## src/rtl/lec_pkg.sv

```systemverilog
package lec_pkg;
  localparam int unsigned OFF_FRM_LO = 0;
  localparam int unsigned OFF_FRM_HI = 1;
  localparam int unsigned OFF_CRC_LO = 2;
  localparam int unsigned OFF_CRC_HI = 3;
  localparam int unsigned OFF_STS    = 4;
  localparam int unsigned N_CNT      = 2;
  localparam int unsigned IDX_FRM    = 0;
  localparam int unsigned IDX_CRC    = 1;
endpackage

```

## src/rtl/lec_counter.sv

```systemverilog
module lec_counter #(
  parameter int unsigned W = 12
) (
  input  logic           clk_i,
  input  logic           rst_ni,
  input  logic           evt_i,
  input  logic           sec_i,
  input  logic           latch_mode_i,
  input  logic           wrap_en_i,
  input  logic           rd_lo_i,
  input  logic           rd_hi_i,
  output logic [7:0]     lo_o,
  output logic [W-9:0]   hi_o,
  output logic           wrap_o
);
  localparam int unsigned HI_W = W - 8;
  localparam logic [W-1:0] MAX = {W{1'b1}};

  logic [W-1:0]    cnt_q, cnt_d, lat_q, src;
  logic [HI_W-1:0] shd_q;
  logic            restart, at_max;

  assign at_max  = (cnt_q == MAX);
  // latched mode restarts on the timebase; normal mode restarts on the high read
  assign restart = latch_mode_i ? sec_i : rd_hi_i;
  assign src     = latch_mode_i ? lat_q : cnt_q;

  always_comb begin
    cnt_d  = cnt_q;
    wrap_o = 1'b0;
    if (restart) begin
      cnt_d = {{(W-1){1'b0}}, evt_i};
    end else if (evt_i) begin
      if (!at_max) begin
        cnt_d = cnt_q + 1'b1;
      end else if (wrap_en_i) begin
        cnt_d  = '0;
        wrap_o = 1'b1;
      end
    end
  end

  always_ff @(posedge clk_i or negedge rst_ni) begin
    if (!rst_ni) begin
      cnt_q <= '0;
      lat_q <= '0;
      shd_q <= '0;
    end else begin
      cnt_q <= cnt_d;
      if (latch_mode_i && sec_i) lat_q <= cnt_q;
      if (rd_lo_i) shd_q <= src[W-1:8];
    end
  end

  assign lo_o = src[7:0];
  assign hi_o = shd_q;
endmodule

```

## src/rtl/lec_regif.sv

```systemverilog
module lec_regif
  import lec_pkg::*;
#(
  parameter int unsigned ADDR_W    = 8,
  parameter int unsigned BASE_ADDR = 'h50,
  parameter int unsigned FRM_HI_W  = 4,
  parameter int unsigned CRC_HI_W  = 2
) (
  input  logic                clk_i,
  input  logic                rst_ni,
  input  logic                rd_i,
  input  logic                wr_i,
  input  logic [ADDR_W-1:0]   addr_i,
  input  logic [7:0]          wdata_i,
  input  logic [7:0]          frm_lo_i,
  input  logic [FRM_HI_W-1:0] frm_hi_i,
  input  logic [7:0]          crc_lo_i,
  input  logic [CRC_HI_W-1:0] crc_hi_i,
  input  logic [N_CNT-1:0]    wrap_i,
  output logic                rd_frm_lo_o,
  output logic                rd_frm_hi_o,
  output logic                rd_crc_lo_o,
  output logic                rd_crc_hi_o,
  output logic [N_CNT-1:0]    sts_o,
  output logic [7:0]          rdata_o
);
  localparam logic [ADDR_W-1:0] A_FRM_LO = ADDR_W'(BASE_ADDR + OFF_FRM_LO);
  localparam logic [ADDR_W-1:0] A_FRM_HI = ADDR_W'(BASE_ADDR + OFF_FRM_HI);
  localparam logic [ADDR_W-1:0] A_CRC_LO = ADDR_W'(BASE_ADDR + OFF_CRC_LO);
  localparam logic [ADDR_W-1:0] A_CRC_HI = ADDR_W'(BASE_ADDR + OFF_CRC_HI);
  localparam logic [ADDR_W-1:0] A_STS    = ADDR_W'(BASE_ADDR + OFF_STS);

  logic [N_CNT-1:0] sts_q, clr;
  logic             unused_wdata;

  assign unused_wdata = ^wdata_i[7:N_CNT];

  assign rd_frm_lo_o = rd_i && (addr_i == A_FRM_LO);
  assign rd_frm_hi_o = rd_i && (addr_i == A_FRM_HI);
  assign rd_crc_lo_o = rd_i && (addr_i == A_CRC_LO);
  assign rd_crc_hi_o = rd_i && (addr_i == A_CRC_HI);

  assign clr = (wr_i && addr_i == A_STS) ? wdata_i[N_CNT-1:0] : '0;

  // a wrap in the clearing cycle keeps the bit set
  always_ff @(posedge clk_i or negedge rst_ni) begin
    if (!rst_ni) sts_q <= '0;
    else         sts_q <= (sts_q & ~clr) | wrap_i;
  end
  assign sts_o = sts_q;

  always_comb begin
    rdata_o = 8'h00;
    if (addr_i == A_FRM_LO)      rdata_o = frm_lo_i;
    else if (addr_i == A_FRM_HI) rdata_o = 8'(frm_hi_i);
    else if (addr_i == A_CRC_LO) rdata_o = crc_lo_i;
    else if (addr_i == A_CRC_HI) rdata_o = 8'(crc_hi_i);
    else if (addr_i == A_STS)    rdata_o = 8'(sts_q);
  end
endmodule

```

## src/rtl/line_err_counters.sv

```systemverilog
module line_err_counters
  import lec_pkg::*;
#(
  parameter int unsigned FRM_W     = 12,
  parameter int unsigned CRC_W     = 10,
  parameter int unsigned ADDR_W    = 8,
  parameter int unsigned BASE_ADDR = 'h50
) (
  input  logic              clk_i,
  input  logic              rst_ni,
  input  logic              frm_evt_i,
  input  logic              crc_evt_i,
  input  logic              sec_pulse_i,
  input  logic              latch_mode_i,
  input  logic [1:0]        ovf_ie_i,
  input  logic              rd_i,
  input  logic              wr_i,
  input  logic [ADDR_W-1:0] addr_i,
  input  logic [7:0]        wdata_i,
  output logic [7:0]        rdata_o,
  output logic [1:0]        irq_o
);
  localparam int unsigned FRM_HI_W = FRM_W - 8;
  localparam int unsigned CRC_HI_W = CRC_W - 8;

  logic [7:0]          frm_lo, crc_lo;
  logic [FRM_HI_W-1:0] frm_hi;
  logic [CRC_HI_W-1:0] crc_hi;
  logic [N_CNT-1:0]    wrap, sts;
  logic                rd_frm_lo, rd_frm_hi, rd_crc_lo, rd_crc_hi;

  lec_counter #(.W(FRM_W)) u_frm (
    .clk_i        (clk_i),
    .rst_ni       (rst_ni),
    .evt_i        (frm_evt_i),
    .sec_i        (sec_pulse_i),
    .latch_mode_i (latch_mode_i),
    .wrap_en_i    (ovf_ie_i[IDX_FRM]),
    .rd_lo_i      (rd_frm_lo),
    .rd_hi_i      (rd_frm_hi),
    .lo_o         (frm_lo),
    .hi_o         (frm_hi),
    .wrap_o       (wrap[IDX_FRM])
  );

  lec_counter #(.W(CRC_W)) u_crc (
    .clk_i        (clk_i),
    .rst_ni       (rst_ni),
    .evt_i        (crc_evt_i),
    .sec_i        (sec_pulse_i),
    .latch_mode_i (latch_mode_i),
    .wrap_en_i    (ovf_ie_i[IDX_CRC]),
    .rd_lo_i      (rd_crc_lo),
    .rd_hi_i      (rd_crc_hi),
    .lo_o         (crc_lo),
    .hi_o         (crc_hi),
    .wrap_o       (wrap[IDX_CRC])
  );

  lec_regif #(
    .ADDR_W    (ADDR_W),
    .BASE_ADDR (BASE_ADDR),
    .FRM_HI_W  (FRM_HI_W),
    .CRC_HI_W  (CRC_HI_W)
  ) u_regif (
    .clk_i       (clk_i),
    .rst_ni      (rst_ni),
    .rd_i        (rd_i),
    .wr_i        (wr_i),
    .addr_i      (addr_i),
    .wdata_i     (wdata_i),
    .frm_lo_i    (frm_lo),
    .frm_hi_i    (frm_hi),
    .crc_lo_i    (crc_lo),
    .crc_hi_i    (crc_hi),
    .wrap_i      (wrap),
    .rd_frm_lo_o (rd_frm_lo),
    .rd_frm_hi_o (rd_frm_hi),
    .rd_crc_lo_o (rd_crc_lo),
    .rd_crc_hi_o (rd_crc_hi),
    .sts_o       (sts),
    .rdata_o     (rdata_o)
  );

  assign irq_o = sts & ovf_ie_i;
endmodule

```

## config.mk

```make
export PLATFORM = sky130hd
export DESIGN_NAME = line_err_counters
export DESIGN_NICKNAME = d
export VERILOG_FILES = /design/src/rtl/lec_pkg.sv /design/src/rtl/lec_counter.sv /design/src/rtl/lec_regif.sv /design/src/rtl/line_err_counters.sv
export SDC_FILE = /design/constraint.sdc
export NUM_CORES = 1
export LEC_CHECK = 0
export BUFFER_PORTS_ARGS = -buffer_cell sky130_fd_sc_hd__clkbuf_2
export CAP_MARGIN = 20
export CORE_MARGIN = 4
export CORE_UTILIZATION = 29
export CTS_CLUSTER_DIAMETER = 50
export DETAILED_ROUTE_END_ITERATION = 12
export PLACE_DENSITY = 0.47
export RECOVER_POWER = 100
export SYNTH_ARGS = -nofsm -noshare
export SYNTH_HDL_FRONTEND = slang
export SYNTH_HIERARCHICAL = 1
export SYNTH_SLANG_ARGS = --single-unit
export TNS_END_PERCENT = 5
```

## constraint.sdc

```tcl
create_clock -name clk_i -period 1.76 [get_ports clk_i]
set_input_delay 0.088 -clock clk_i [delete_from_list [all_inputs] [get_ports clk_i]]
set_output_delay 0.088 -clock clk_i [all_outputs]
set_load 0.02 [all_outputs]
```

======== After elaboration in Yosys (flattened, before gate mapping) ========
Cells that the tools add are included.
operators by class
  add/subtract/negate cells ............... 2
  multiply operators ...................... 0
  divide/modulo/power cells ............... 0
  order comparisons ....................... 0
  equality and inequality tests ........... 9
  shift-type cells ........................ 0
  mux-type cells .......................... 26
  bitwise operators ....................... 4
  reduce and logical (&&, ||, !) cells .... 10
operator list
  operator                 number
  $mux W12                 5
  $mux W10                 5
  $eq A8 B7 Y1 const B     5
  $mux W8                  4
  $add A12 B1 Y12 const B  1
  $eq A12 B12 Y1 const B   1
  $add A10 B1 Y10 const B  1
  $eq A10 B10 Y1 const B   1
  $mux W1                  10
  $logic_and A1 B1 Y1      6
  $ne A3 B2 Y1 const B     2
  $and A2 B2 Y2            2
  $mux W2                  2
  $reduce_and A2 Y1        2
  $reduce_bool A2 Y1       2
  $not A2 Y2               1
  $or A2 B2 Y2             1
storage, ports and cells
  register bits ........................... 52
  bits in latches ......................... 0
  bits in writable memories ............... 0
  ROM bits ................................ 0
  bits of input ports ..................... 26
  output and inout port bits .............. 10
  logic and storage cells ................. 58
  memories kept ........................... 0

======== Longest topological paths before layout ========
Gate-level depths: netlist of the first run.
  depth after elaboration ................. 6
  gate-level depth with buffers ........... 7
  depth with buffers taken out ............ 7

======== Modules after synthesis ========
The synthesis of the first run kept the hierarchy.
by module, submodules not included
  module               instances  cells each  area an instance (sq um)  seq. area each (sq um)
  lec_counter (u_frm)  1          141         1589.0                    700.7
  lec_counter (u_crc)  1          109         1233.7                    550.5
  lec_regif            1          50          405.4                     50.0
  line_err_counters    1          2           12.5                      0.0

======== Worst setup path before layout of the first run ========
No wires, ideal clock.
  path kind ............................... in2reg
  start ................................... in addr_i[3]
  end ..................................... reg u_frm.cnt_q[11]
  library setup time ...................... 0.124 ns
  arrival time ............................ 1.723 ns
  required time ........................... 1.636 ns
  setup slack ............................. -0.087 ns
  stages on the path ...................... 7
  buffers on the path ..................... 0
  path through ............................ nor4b_4 > nand2_1 > nor4_1 > mux2i_2 > o311a_4 > and3_1 > a211o_1
between the ends
  word-level cells in the longest chain between the ends .. 5
  elaborated cells between the ends (all ways) .. 7
  those cells by class .................... eq/ne: 2; mux: 2; reduce/logical: 3
RTL lines
  item                                                                 line                     source
  start: declaration                                                   line_err_counters.sv:18  input logic [ADDR_W-1:0] addr_i,
  $eq A8 B7 Y1 (*)                                                     lec_regif.sv:39          assign rd_frm_hi_o = rd_i && (addr_i == A_FRM_HI);
  $logic_and A1 B1 Y1 (*)                                              lec_regif.sv:39
  net rd_frm_hi                                                        line_err_counters.sv:30  logic rd_frm_lo, rd_frm_hi, rd_crc_lo, rd_crc_hi;
  $mux W1 (*)                                                          lec_counter.sv:25        assign restart = latch_mode_i ? sec_i : rd_hi_i;
  $ne A3 B2 Y1 (no source line) or $reduce_bool A2 Y1 (tied branches)  --
  $reduce_and A2 Y1 (no source line)                                   --
  end signal: assignment                                               lec_counter.sv:49        cnt_q <= cnt_d;
  end: declaration                                                     lec_counter.sv:19        logic [W-1:0] cnt_q, cnt_d, lat_q, src;
The timed path passes the listed nets; every way through them passes the cells marked *.
A chain may end at the register's enable or synchronous reset.

======== Final worst setup path of the first run ========
  start ................................... reg u_frm.cnt_q[3]
  end ..................................... out rdata_o[3]
between the ends
  word-level cells in the longest chain between the ends .. 2
RTL lines
  item              line                     source
  $mux W12          lec_counter.sv:26        assign src = latch_mode_i ? lat_q : cnt_q;
  net frm_lo[3]     line_err_counters.sv:26  logic [7:0] frm_lo, crc_lo;
  $mux W8           lec_regif.sv:54          if (addr_i == A_FRM_LO) rdata_o = frm_lo_i;
  end: declaration  line_err_counters.sv:20  output logic [7:0] rdata_o,
The timed path passes the listed nets, and every way through them passes these cells.

==> results of run 1 <==
synthesized netlist by cell type, types with 3 or more instances:
cell	instances	share of area (%)
or3_1	3	0.58
and2_1	7	1.4
buf_4	18	4.2
o21ai_0	8	1.2
mux2i_1	14	4.3
mux2_2	43	15
a211o_1	8	2.2
nor3_1	13	2.0
dfrtp_1	52	40
nand3_1	10	1.5
inv_1	8	0.93
a22o_1	6	1.6
buf_2	3	0.46
and3_1	10	1.9
nor2_1	18	2.1
buf_1	4	0.46
a21oi_1	8	1.2
nand4_1	6	1.2
nor4_1	3	0.58
nand2_1	14	1.6
and4_1	4	1.1
metrics by stage:
| stage | hold WS [ns] | setup TNS, ns | util [%] |
|---|---|---|---|
| 6_report | 0.1012 | -0.1865 | 35.65 |
| 5_1_grt | 0.1190 | -1.484 | 35.65 |
| 4_1_cts | 0.09410 | -0.3402 | 36.08 |
| 3_5_place_dp | 0.1168 | -1.412 | 34.52 |
| 3_3_place_gp | 0.1200 | -1.057 | 34.52 |
| 2_1_floorplan | -0.2076 | 0 | - |
worst paths after layout:
check | cells after the start | to | slack [ns] | start
worst min-delay path | 3 | u_regif/sts_o[0] | 0.10 | addr_i[6]
min in group asynchronous | 3 | u_crc/lat_q[4] | 0.63 | rst_ni
max in group asynchronous | 3 | u_crc/cnt_q[3] | 0.31 | rst_ni
worst max-delay path | 6 | rdata_o[3] | -0.07 | u_frm/cnt_q[3]
worst max register to register | 5 | u_frm/cnt_q[10] | 0.01 | u_frm/cnt_q[4]
worst min register to register | 1 | u_frm/lat_q[6] | 0.51 | u_frm/lat_q[6]
report_power, final:
part | internal, mW | total (mW) | switching, mW
sequential | 1.28 | 1.34 | 0.0545
combinational | 0.259 | 0.513 | 0.254
clock | 0.315 | 0.727 | 0.412
total | 1.86 | 2.58 | 0.721
routing by layer:
metal / vias up / wire (um)
met5: - / 0
li1: 1235 / -
met2: 29 / 3861
met1: 1219 / 3655
met3: 7 / 219
met4: 0 / 55
cell families (layout without fill, tap and decap cells):
kind of cell,Yosys count,in the layout
simple gates,101,101
mux,58,58
compound gates,52,52
flops,52,52
buf+inv,35,95
fa+ha+maj,2,2
xor+xnor,2,2
worst min-delay path, delay by kind of cell:
kind,cells,cell delay [ns]
AND/OR/NAND/NOR,1,0.08
buffers and inverters,1,0.12
AO/OA/AOI/OAI,1,0.10
sequential cells by signal, indices dropped and copies added, names as in the netlist:
signal / cells
u_regif/sts_o: 2
u_crc/cnt_q: 10
u_frm/lat_q: 12
u_crc/hi_o: 2
u_frm/hi_o: 4
u_frm/cnt_q: 12
u_crc/lat_q: 10
what timing repair did:
| item | 4_1_cts | 5_1_grt |
|---|---|---|
| gates cloned | 0 | 0 |
| setup buffers | 4 | 0 |
| gates resized for setup | 8 | 10 |
| pin swaps | 1 | 1 |
| hold endpoints to repair | 52 | 0 |
| hold buffers | 1 | 0 |
| endpoints found under the setup margin | 10 | 18 |
layout make-up:
| type | count | area [um^2] |
|---|---|---|
| Clock buffer | 6 | 82.58 |
| Clock inverter | 2 | 10.01 |
| Fill cell | 1129 | 7007 |
| Inverter | 8 | 30.03 |
| Multi-Input combinational cell | 215 | 1785 |
| Sequential cell | 52 | 1303 |
| Tap cell | 140 | 175.2 |
| Timing Repair Buffer | 79 | 495.5 |
==> out/metrics.yaml, run 1 <==
pwr_density_cell_nw_per_um2: 663.9
crit_slowest_cell: "dfrtp_1"
start_kind: "flip-flop"
place_area_um2: 3759
dieArea_um2: 12930
required_ns: 1.67
vias_per_cell: 4.960
die_h_um: 113.7
grt_use_met1_pct: 16.83
synthCells: 302
dr.pass1.iters: 4
grt.met2_usage_pct: 20.81
slowest_delay_ns: 0.40
synth_nets: 330
ys_ff_latch: 52
synth_cell_type_count: 54
crit_path_frequent_cell: "mux2_2"
power.total_mw: 2.577
worst_slew_pin_slew_ns: 1.204
cts_sinks: 52
h-tree-depth: 2
top_usage_layer: "met2"
diodes: 0
drv_cap: 0
routedWlPerCell_um: 15.52
clock_skew_ns: 0.008984
nNetsFinal: 389
final_cell_mix: "dfrtp_1, mux2_2, buf_4, clkbuf_2, nor2_1"
areaGrowthSynthToFinish_pct: 19.77
critPathCaptureType: "output pin"
grt_max_degree: 53
cp_top_family: "multiplexers"
worstPathMaxFanout: 2
synthXorXnorAreaFrac_pct: 0.5405
ioPinCount: 36
setup_viol: 4
path_class: "reg2out"
core-area_um2: 10890
grt_pass1_wl_mm: 12.81
drc: 0
synthFlopType: "dfrtp_1"
vias: 2490
drive_gt1_share_pct: 40.33
synth_top_family_by_area: "multiplexers"
grt_use_met3_pct: 2.493
critPathArrivalTime_ns: 1.74
power.leakage_nw: 1.901
fmax_ghz: 0.5467
antenna_found_initial: 0
finalCriticalPeriod_ns: 1.829
die_x_um: 113.7
initial_core_util_pct: 29.76
place.gp.congestion: 0.7627
grtUsageTotal_pct: 12.47
cts_root_buffer: "clkbuf_8"
rsz0062_at_grt: "true"
fin_crit_sh_pct: 103.9
drv_slew: 0
outcome: "finished, violations left"
post-place-ws_ns: -0.1666
ys_async_sr_fraction_pct: 100.0
hpwl_mm: 5.871
yosysSeqAreaShare_pct: 40.15
setup_ws_ns: -0.06916
synth_compound_area_share_pct: 13.36
grt_overflow_total: 0
yosys_warnings: 6
rows: 38
crit_chain: "buf_6 > mux2_2 > mux2_2 > a22oi_2 > nor3_2 > buf_4"
maxSlewHeadroom_pct: 19.73
numCtsBuffers: 5
syn_area_um2: 3241
drt_iter0_markers: 130
synthMuxAreaShare_pct: 19.69
mostFrequentLayoutCell: "dfrtp_1"
detail-route-antenna-nets: 0
clockBufferDepth: 2
synthSimpleGateAreaFrac_pct: 19.00
hold_violations: 0
irDropWorstVdd_mv: 0.4372
synth_edf_count: 0
synth_area_per_cell_um2: 10.73
hold_class: "in2reg"
grt_pass1_vias: 2475
finalNonFillerCells: 502
synthAdderAreaFrac_pct: 0.7722
wl_mm: 7.791
cp.buffers_inverters: 2
tritoncts: "done"
postLayoutCellArea_um2: 3881
place_inst: 489
clk_pin_slew_ns: 0.09
worst_skew_pair.late_latency_ns: 0.32
violations: "setup timing"
portBuffers: 29
(Power assumes the default switching activity.)
==> inputs of run 2 (changes only) <==
--- a/config.mk
+++ b/config.mk
@@ -5,8 +5,8 @@
 export SDC_FILE = /design/constraint.sdc
 export NUM_CORES = 1
 export LEC_CHECK = 0
+export ABC_AREA = 1
 export BUFFER_PORTS_ARGS = -buffer_cell sky130_fd_sc_hd__clkbuf_2
-export CAP_MARGIN = 20
 export CORE_MARGIN = 4
 export CORE_UTILIZATION = 29
 export CTS_CLUSTER_DIAMETER = 50
==> out/metrics.yaml, run 2 <==
outcome: "finished, final reports clean"
swShare_pct: 26.48  # -1.5 points
pwr_density_cell_nw_per_um2: 763.2  # +15%
drt_iter0_markers: 184  # +42%
reg2reg_to: "u_crc/cnt_q[2]"
drv_slew: 0  # unchanged
rows: 39  # +2.6%
vias_per_cell: 4.488  # -9.5%
reg2reg_from: "u_crc/cnt_q[1]"
p_comb_share_pct: 12.9  # -7.0 points
crit_slowest_cell: "dfrtp_1"
timing.hold.ws_ns: 0.08236  # -0.01879 ns
setup_ws_ns: 0.1494  # +0.2186 ns
clk_pin_slew_ns: 0.07  # -0.02 ns
nNetsFinal: 533  # +37%
fin_crit_sh_pct: 91.51  # -12 points
place.gp.congestion: 0.7970  # +4.5%
grt_overflow_total: 0  # unchanged
crit_chain: "clkbuf_1 > inv_1 > o21ai_0 > nand2_1 > nand3_1 > clkbuf_2"
cp_top_family: "buffers and inverters"
holdPathStages: 4  # +1
synthTopCellsByCount: "nand2_1, dfrtp_1, inv_1"
cts_root_buffer: "clkbuf_16"
mostFrequentLayoutCell: "nand2_1"
core-area_um2: 11370  # +4.4%
ys_top_cells_by_area: "dfrtp_1, nand2_1, o21ai_0, inv_1, nand3_1"
synth_nets: 514  # +56%
tritoncts: "done"
cts_resized: 0  # -8
routedWlPerCell_um: 12.19  # -21%
hold_end: "u_regif/sts_o[1]"
cts_sinks: 52  # unchanged
reg_top3: "u_frm/cnt_q: 12 flops, u_frm/lat_q: 12 flops"
worst_slew_pin_slew_ns: 1.190  # -0.01398 ns
clock_skew_ns: 0.004607  # -0.004378 ns
synth_edf_count: 0  # unchanged
h-tree-depth: 2  # unchanged
ys_ff_latch: 52  # unchanged
irDropWorstVdd_mv: 0.5728  # +31%
worstHoldStart: "wdata_i[1]"
share_seq_of_total_power_pct: 47.6  # -4.3 points
r2r_slack_ns: 0.19  # +0.18 ns
p_switching_mw: 0.7478  # +3.8%
grt_pass1_wl_mm: 13.70  # +6.9%
drv_cap: 0  # unchanged
grt_pass1_vias: 2800  # +13%
yosysTopAreaCell: "dfrtp_1"
worst_skew_pair.late_latency_ns: 0.29  # -0.03 ns
numCtsBuffers: 5  # unchanged
vias: 2913  # +17%
grtUsageTotal_pct: 12.83  # +0.36 points
synth_area_per_cell_um2: 6.912  # -36%
drc: 0  # unchanged
post_cts_buffers: 0  # -4
hold_violations: 0  # unchanged
grt_max_degree: 53  # unchanged
rsz0062_at_grt: "false"
cp.buffers_inverters: 3  # +1
synth_top_area_share_pct: 38.73  # -1.4 points
antenna_found_initial: 0  # unchanged
finalCriticalPeriod_ns: 1.611  # -0.2186 ns
yosys_warnings: 6  # unchanged
start_kind: "flip-flop"
post-place-ws_ns: 0.2032  # +0.3697 ns
synthFlopType: "dfrtp_1"
dr.pass1.iters: 4  # unchanged
wl_mm: 7.912  # +1.6%
hpwl_mm: 5.959  # +1.5%
path_class: "reg2out"
ioPinCount: 36  # unchanged
die_h_um: 115.6  # +1.7%
portBuffers: 29  # unchanged
initial_core_util_pct: 29.55  # -0.22 points
power.leakage_nw: 1.853  # -2.5%
ys_async_sr_fraction_pct: 100.0  # unchanged
drive_gt1_share_pct: 15.81  # -25 points
fillers: 1265  # +12%
fmax_ghz: 0.6209  # +14%
diodes: 0  # unchanged
synth_cell_type_count: 30  # -44%
tns_ns: 0  # +0.1865 ns
rr_worst_depth: 7  # +2
syn_area_um2: 3359  # +3.7%
detail-route-antenna-nets: 0  # unchanged
hold_class: "in2reg"
yosysSeqAreaShare_pct: 38.73  # -1.4 points
final_cell_mix: "nand2_1, dfrtp_1, inv_1, o21ai_0, nor2_1"
worstPathMaxFanout: 3  # +1
required_ns: 1.67  # about the same
critPathCaptureType: "output pin"
areaGrowthSynthToFinish_pct: 10.13
synth.most_common_cell: "nand2_1"
setup_viol: 0  # -4
maxSlewHeadroom_pct: 20.66  # +0.93 points
intPower_mw: 2.076  # +12%
dieArea_um2: 13370  # +3.4%
critPathArrivalTime_ns: 1.52  # -0.22 ns
ctsHoldBuffers: 1  # unchanged
die_x_um: 115.6  # +1.7%
clockBufferDepth: 2  # unchanged
slowest_delay_ns: 0.40  # about the same
synthCells: 486  # +61%
clkPwrFrac_pct: 39.5  # +11 points
-- run 2: worst max path at each step --
stage | startpoint | to | cells past startpoint
global placement | u_frm/cnt_q[0] | u_frm/cnt_q[0] | 7
floorplan | addr_i[7] | u_frm/cnt_q[10] | 13
finish | u_frm/cnt_q[0] | rdata_o[0] | 6
global route | u_crc/cnt_q[0] | rdata_o[0] | 8
CTS | u_crc/cnt_q[6] | rdata_o[6] | 5
detailed placement | u_frm/cnt_q[0] | u_frm/cnt_q[0] | 7
-- run 2: through the flow --
stage | area (um^2) | total power [mW] | instances | util [%]
finish | 3700 | 2.824 | 649 | 32.54
global route | 3700 | 2.988 | 649 | 32.54
floorplan | 3359 | 1.642 | 486 | -
detailed placement | 3586 | 1.747 | 640 | 31.54
global placement | 3586 | 1.739 | 640 | 31.54
CTS | 3760 | 2.898 | 649 | 33.07
-- run 2: area by class of cell --
type / instances / area, um^2 / area share, %
Timing Repair Buffer: 40 / 216.5 / 5.851
Clock buffer: 6 / 128.9 / 3.483
Sequential cell: 52 / 1301 / 35.17
Inverter: 52 / 195.2 / 5.276
Clock inverter: 2 / 35.03 / 0.9469
Tap cell: 143 / 178.9 / 4.836
Multi-Input combinational cell: 354 / 1644 / 44.44
-- run 2: power groups by stage --
stage          Sequential (mW)  Clock (mW)  Combinational (mW)
6_report                  1.34        1.11               0.366
3_5_place_dp              1.37           0               0.382
5_1_grt                   1.36        1.20               0.430
4_1_cts                   1.34        1.17               0.386
3_3_place_gp              1.36           0               0.375
2_1_floorplan             1.35           0               0.290
-- run 2: kinds of logic after synthesis --
kind of cell | count (synthesis) | synth area share (%)
xor+xnor | 5 | 1.303
fa+ha+maj | 2 | 0.7448
compound gates | 48 | 8.306
simple gates | 299 | 39.44
buf+inv | 80 | 11.47
flops | 52 | 38.73
-- run 2: routing by layer --
metal | global-route usage, % | up-vias | share of wire (%)
met5 | 0 | - | 0
met4 | 4.176 | 0 | 2.0
met3 | 2.037 | 9 | 3.0
met2 | 20.14 | 43 | 43
met1 | 18.13 | 1339 | 52
li1 | - | 1522 | -
-- run 2: tightest hold or removal path: cells and delay by family --
family | cells | cell delay, ns
buffers and inverters | 1 | 0.08
and+or+nand+nor | 3 | 0.17
==> inputs of run 3 (changes only) <==
==> constraint.sdc (replaced) <==
create_clock -name clk_i -period 1.76 [get_ports clk_i]
set_input_delay 0.352 -clock clk_i [delete_from_list [all_inputs] [get_ports clk_i]]
set_output_delay 0.352 -clock clk_i [all_outputs]
set_load 0.02 [all_outputs]
==> out/metrics.yaml, run 3 (same netlist as run 2, synthesis figures left out) <==
worstPathMaxFanout: 6  # +3
numCtsBuffers: 5  # unchanged
drive_gt1_share_pct: 20.04  # +4.2 points
grt_pass1_wl_mm: 13.16  # -3.9%
rows: 39  # unchanged
worst_slew_pin_slew_ns: 0.8709  # -0.3192 ns
hold_violations: 0  # unchanged
initial_core_util_pct: 29.55  # unchanged
fillers: 1254  # -0.87%
reg_top3: "u_frm/cnt_q: 12 flops, u_frm/lat_q: 12 flops"
routedWlPerCell_um: 11.88  # -2.5%
maxSlewHeadroom_pct: 41.94  # +21 points
grt_pass1_vias: 2788  # -0.43%
dieArea_um2: 13370  # unchanged
place_inst: 643  # +0.47%
holdPathStages: 4  # unchanged
clockBufferDepth: 2  # unchanged
drc: 0  # unchanged
place.gp.congestion: 0.8426  # +5.7%
nNetsFinal: 541  # +1.5%
irDropWorstVdd_mv: 0.3543  # -38%
startpoint: "addr_i[7]"
power.leakage_nw: 1.925  # +3.9%
grt_overflow_total: 0  # unchanged
hold_class: "in2reg"
crit_slowest_cell: "nor2_4"
crit_chain: "clkbuf_2 > inv_1 > nand2_2 > nor2_8 > nand3_4 > nor2_4 > nand2_1 > nand2_1 > buf_2"
fmax_ghz: 0.5988  # -3.6%
critPathCaptureType: "output pin"
p_switching_mw: 0.7476  # about the same
vias_per_cell: 4.460  # -0.64%
portBuffers: 29  # unchanged
grtUsageTotal_pct: 12.34  # -0.49 points
start_kind: "primary input"
outcome: "finished, final reports clean"
slowest_delay_ns: 0.19  # -0.21 ns
worst_skew_pair.late_latency_ns: 0.29  # about the same
clk_pin_slew_ns: 0.06  # about the same
dr.pass1.iters: 4  # unchanged
share_seq_of_total_power_pct: 48.9  # +1.3 points
ioPinCount: 36  # unchanged
antenna_found_initial: 0  # unchanged
tritoncts: "done"
cts_sinks: 52  # unchanged
hpwl_mm: 5.897  # -1.1%
areaGrowthSynthToFinish_pct: 14.12
final_cell_mix: "nand2_1, dfrtp_1, inv_1, nor2_1"
intPower_mw: 1.997  # -3.8%
crit_path_frequent_cell: "nand2_1"
drv_cap: 0  # unchanged
setup_viol: 0  # unchanged
core-area_um2: 11370  # unchanged
rsz0062_at_grt: "true"
die_h_um: 115.6  # unchanged
r2r_slack_ns: 0.19  # about the same
finalNonFillerCells: 657  # +1.2%
drv_slew: 0  # unchanged
fin_crit_sh_pct: 94.88  # +3.4 points
rr_worst_depth: 7  # unchanged
wl_mm: 7.807  # -1.3%
finalCriticalPeriod_ns: 1.670  # +0.05935 ns
grt_max_degree: 41  # -23%
clock_skew_ns: 0.003937  # -0.0006695 ns
required_ns: 1.41  # -0.26 ns
h-tree-depth: 2  # unchanged
clkPwrFrac_pct: 36.3  # -3.2 points
timing.hold.ws_ns: 0.3439  # +0.2615 ns
diodes: 0  # unchanged
critPathArrivalTime_ns: 1.32  # -0.20 ns
path_class: "in2out"
pwr_density_cell_nw_per_um2: 715.9  # -6.2%
reg2reg_to: "u_crc/cnt_q[3]"
p_comb_share_pct: 14.8  # +1.9 points
detail-route-antenna-nets: 0  # unchanged
die_x_um: 115.6  # unchanged
swShare_pct: 27.24  # +0.76 points
reg2reg_from: "u_crc/cnt_q[0]"
drt_iter0_markers: 173  # -6.0%
vias: 2930  # +0.58%
setup.worst_path.end: "rdata_o[4]"
mostFrequentLayoutCell: "nand2_1"
cts_root_buffer: "clkbuf_16"
run 3: cell count changes in the layout (fill, tap and decap cells not counted), sizes merged:
cell    delta
clkinv     +2
inv        -1
bufinv     -1
buf       +15
clkbuf     -7
run 3: critical path, delay by kind of cell:
kind	cells	cell delay, ns
buffers and inverters	3	0.31
AND/OR/NAND/NOR	6	0.66
run 3: per-stage QoR:
step	instance area, um^2	utilization (%)	setup slack [ns]	power, mW	setup TNS [ns]
2_1_floorplan	3359	-	0.06739	1.642	0
3_3_place_gp	3621	31.85	0.01107	1.743	0
3_5_place_dp	3621	31.85	-0.008291	1.751	-0.01217
4_1_cts	3785	33.29	0.0003036	2.784	0
5_1_grt	3834	33.72	-0.03133	2.913	-0.1322
6_report	3834	33.72	0.09007	2.744	0
run 3: worst min-delay path by stage:
| stage | slack [ns] | endpoint | startpoint |
|---|---|---|---|
| 2_1_floorplan | 0.06 | u_crc/cnt_q[0] | rst_ni |
| 3_3_place_gp | 0.29 | u_frm/cnt_q[8] | rst_ni |
| 3_5_place_dp | 0.29 | u_frm/cnt_q[7] | rst_ni |
| 4_1_cts | 0.34 | u_regif/sts_o[1] | wdata_i[1] |
| 5_1_grt | 0.38 | u_regif/sts_o[1] | wdata_i[1] |
| 6_report | 0.34 | u_regif/sts_o[1] | wdata_i[1] |
run 3: final cells by class:
| class | count | area [um^2] | area share (%) |
|---|---|---|---|
| Tap cell | 143 | 178.9 | 4.667 |
| Clock buffer | 6 | 138.9 | 3.623 |
| Sequential cell | 52 | 1309 | 34.14 |
| Timing Repair Buffer | 48 | 304.0 | 7.931 |
| Inverter | 52 | 200.2 | 5.222 |
| Multi-Input combinational cell | 354 | 1693 | 44.16 |
| Clock inverter | 2 | 10.01 | 0.2611 |
run 3: routing by layer:
| metal | up-vias | part of all wire (%) | global-route usage (%) |
|---|---|---|---|
| met5 | - | 0 | 0 |
| met3 | 7 | 3.8 | 2.193 |
| met2 | 45 | 44 | 19.60 |
| li1 | 1543 | - | - |
| met1 | 1335 | 51 | 16.90 |
| met4 | 0 | 1.7 | 4.486 |
run 3: what timing repair did:
action,CTS,global route
endpoints found under the setup margin,1,8
pin swaps,0,1
buffers inserted,0,5
endpoints found under the hold margin,12,0
hold buffers,1,0
gates cloned,0,0
gates resized for setup,1,31
run 3: power by group through the flow:
| stage | Clock [mW] | Sequential, mW | Combinational, mW |
|---|---|---|---|
| 2_1_floorplan | 0 | 1.35 | 0.290 |
| 5_1_grt | 1.09 | 1.35 | 0.472 |
| 3_3_place_gp | 0 | 1.37 | 0.370 |
| 6_report | 0.995 | 1.34 | 0.407 |
| 3_5_place_dp | 0 | 1.37 | 0.376 |
| 4_1_cts | 1.05 | 1.35 | 0.381 |
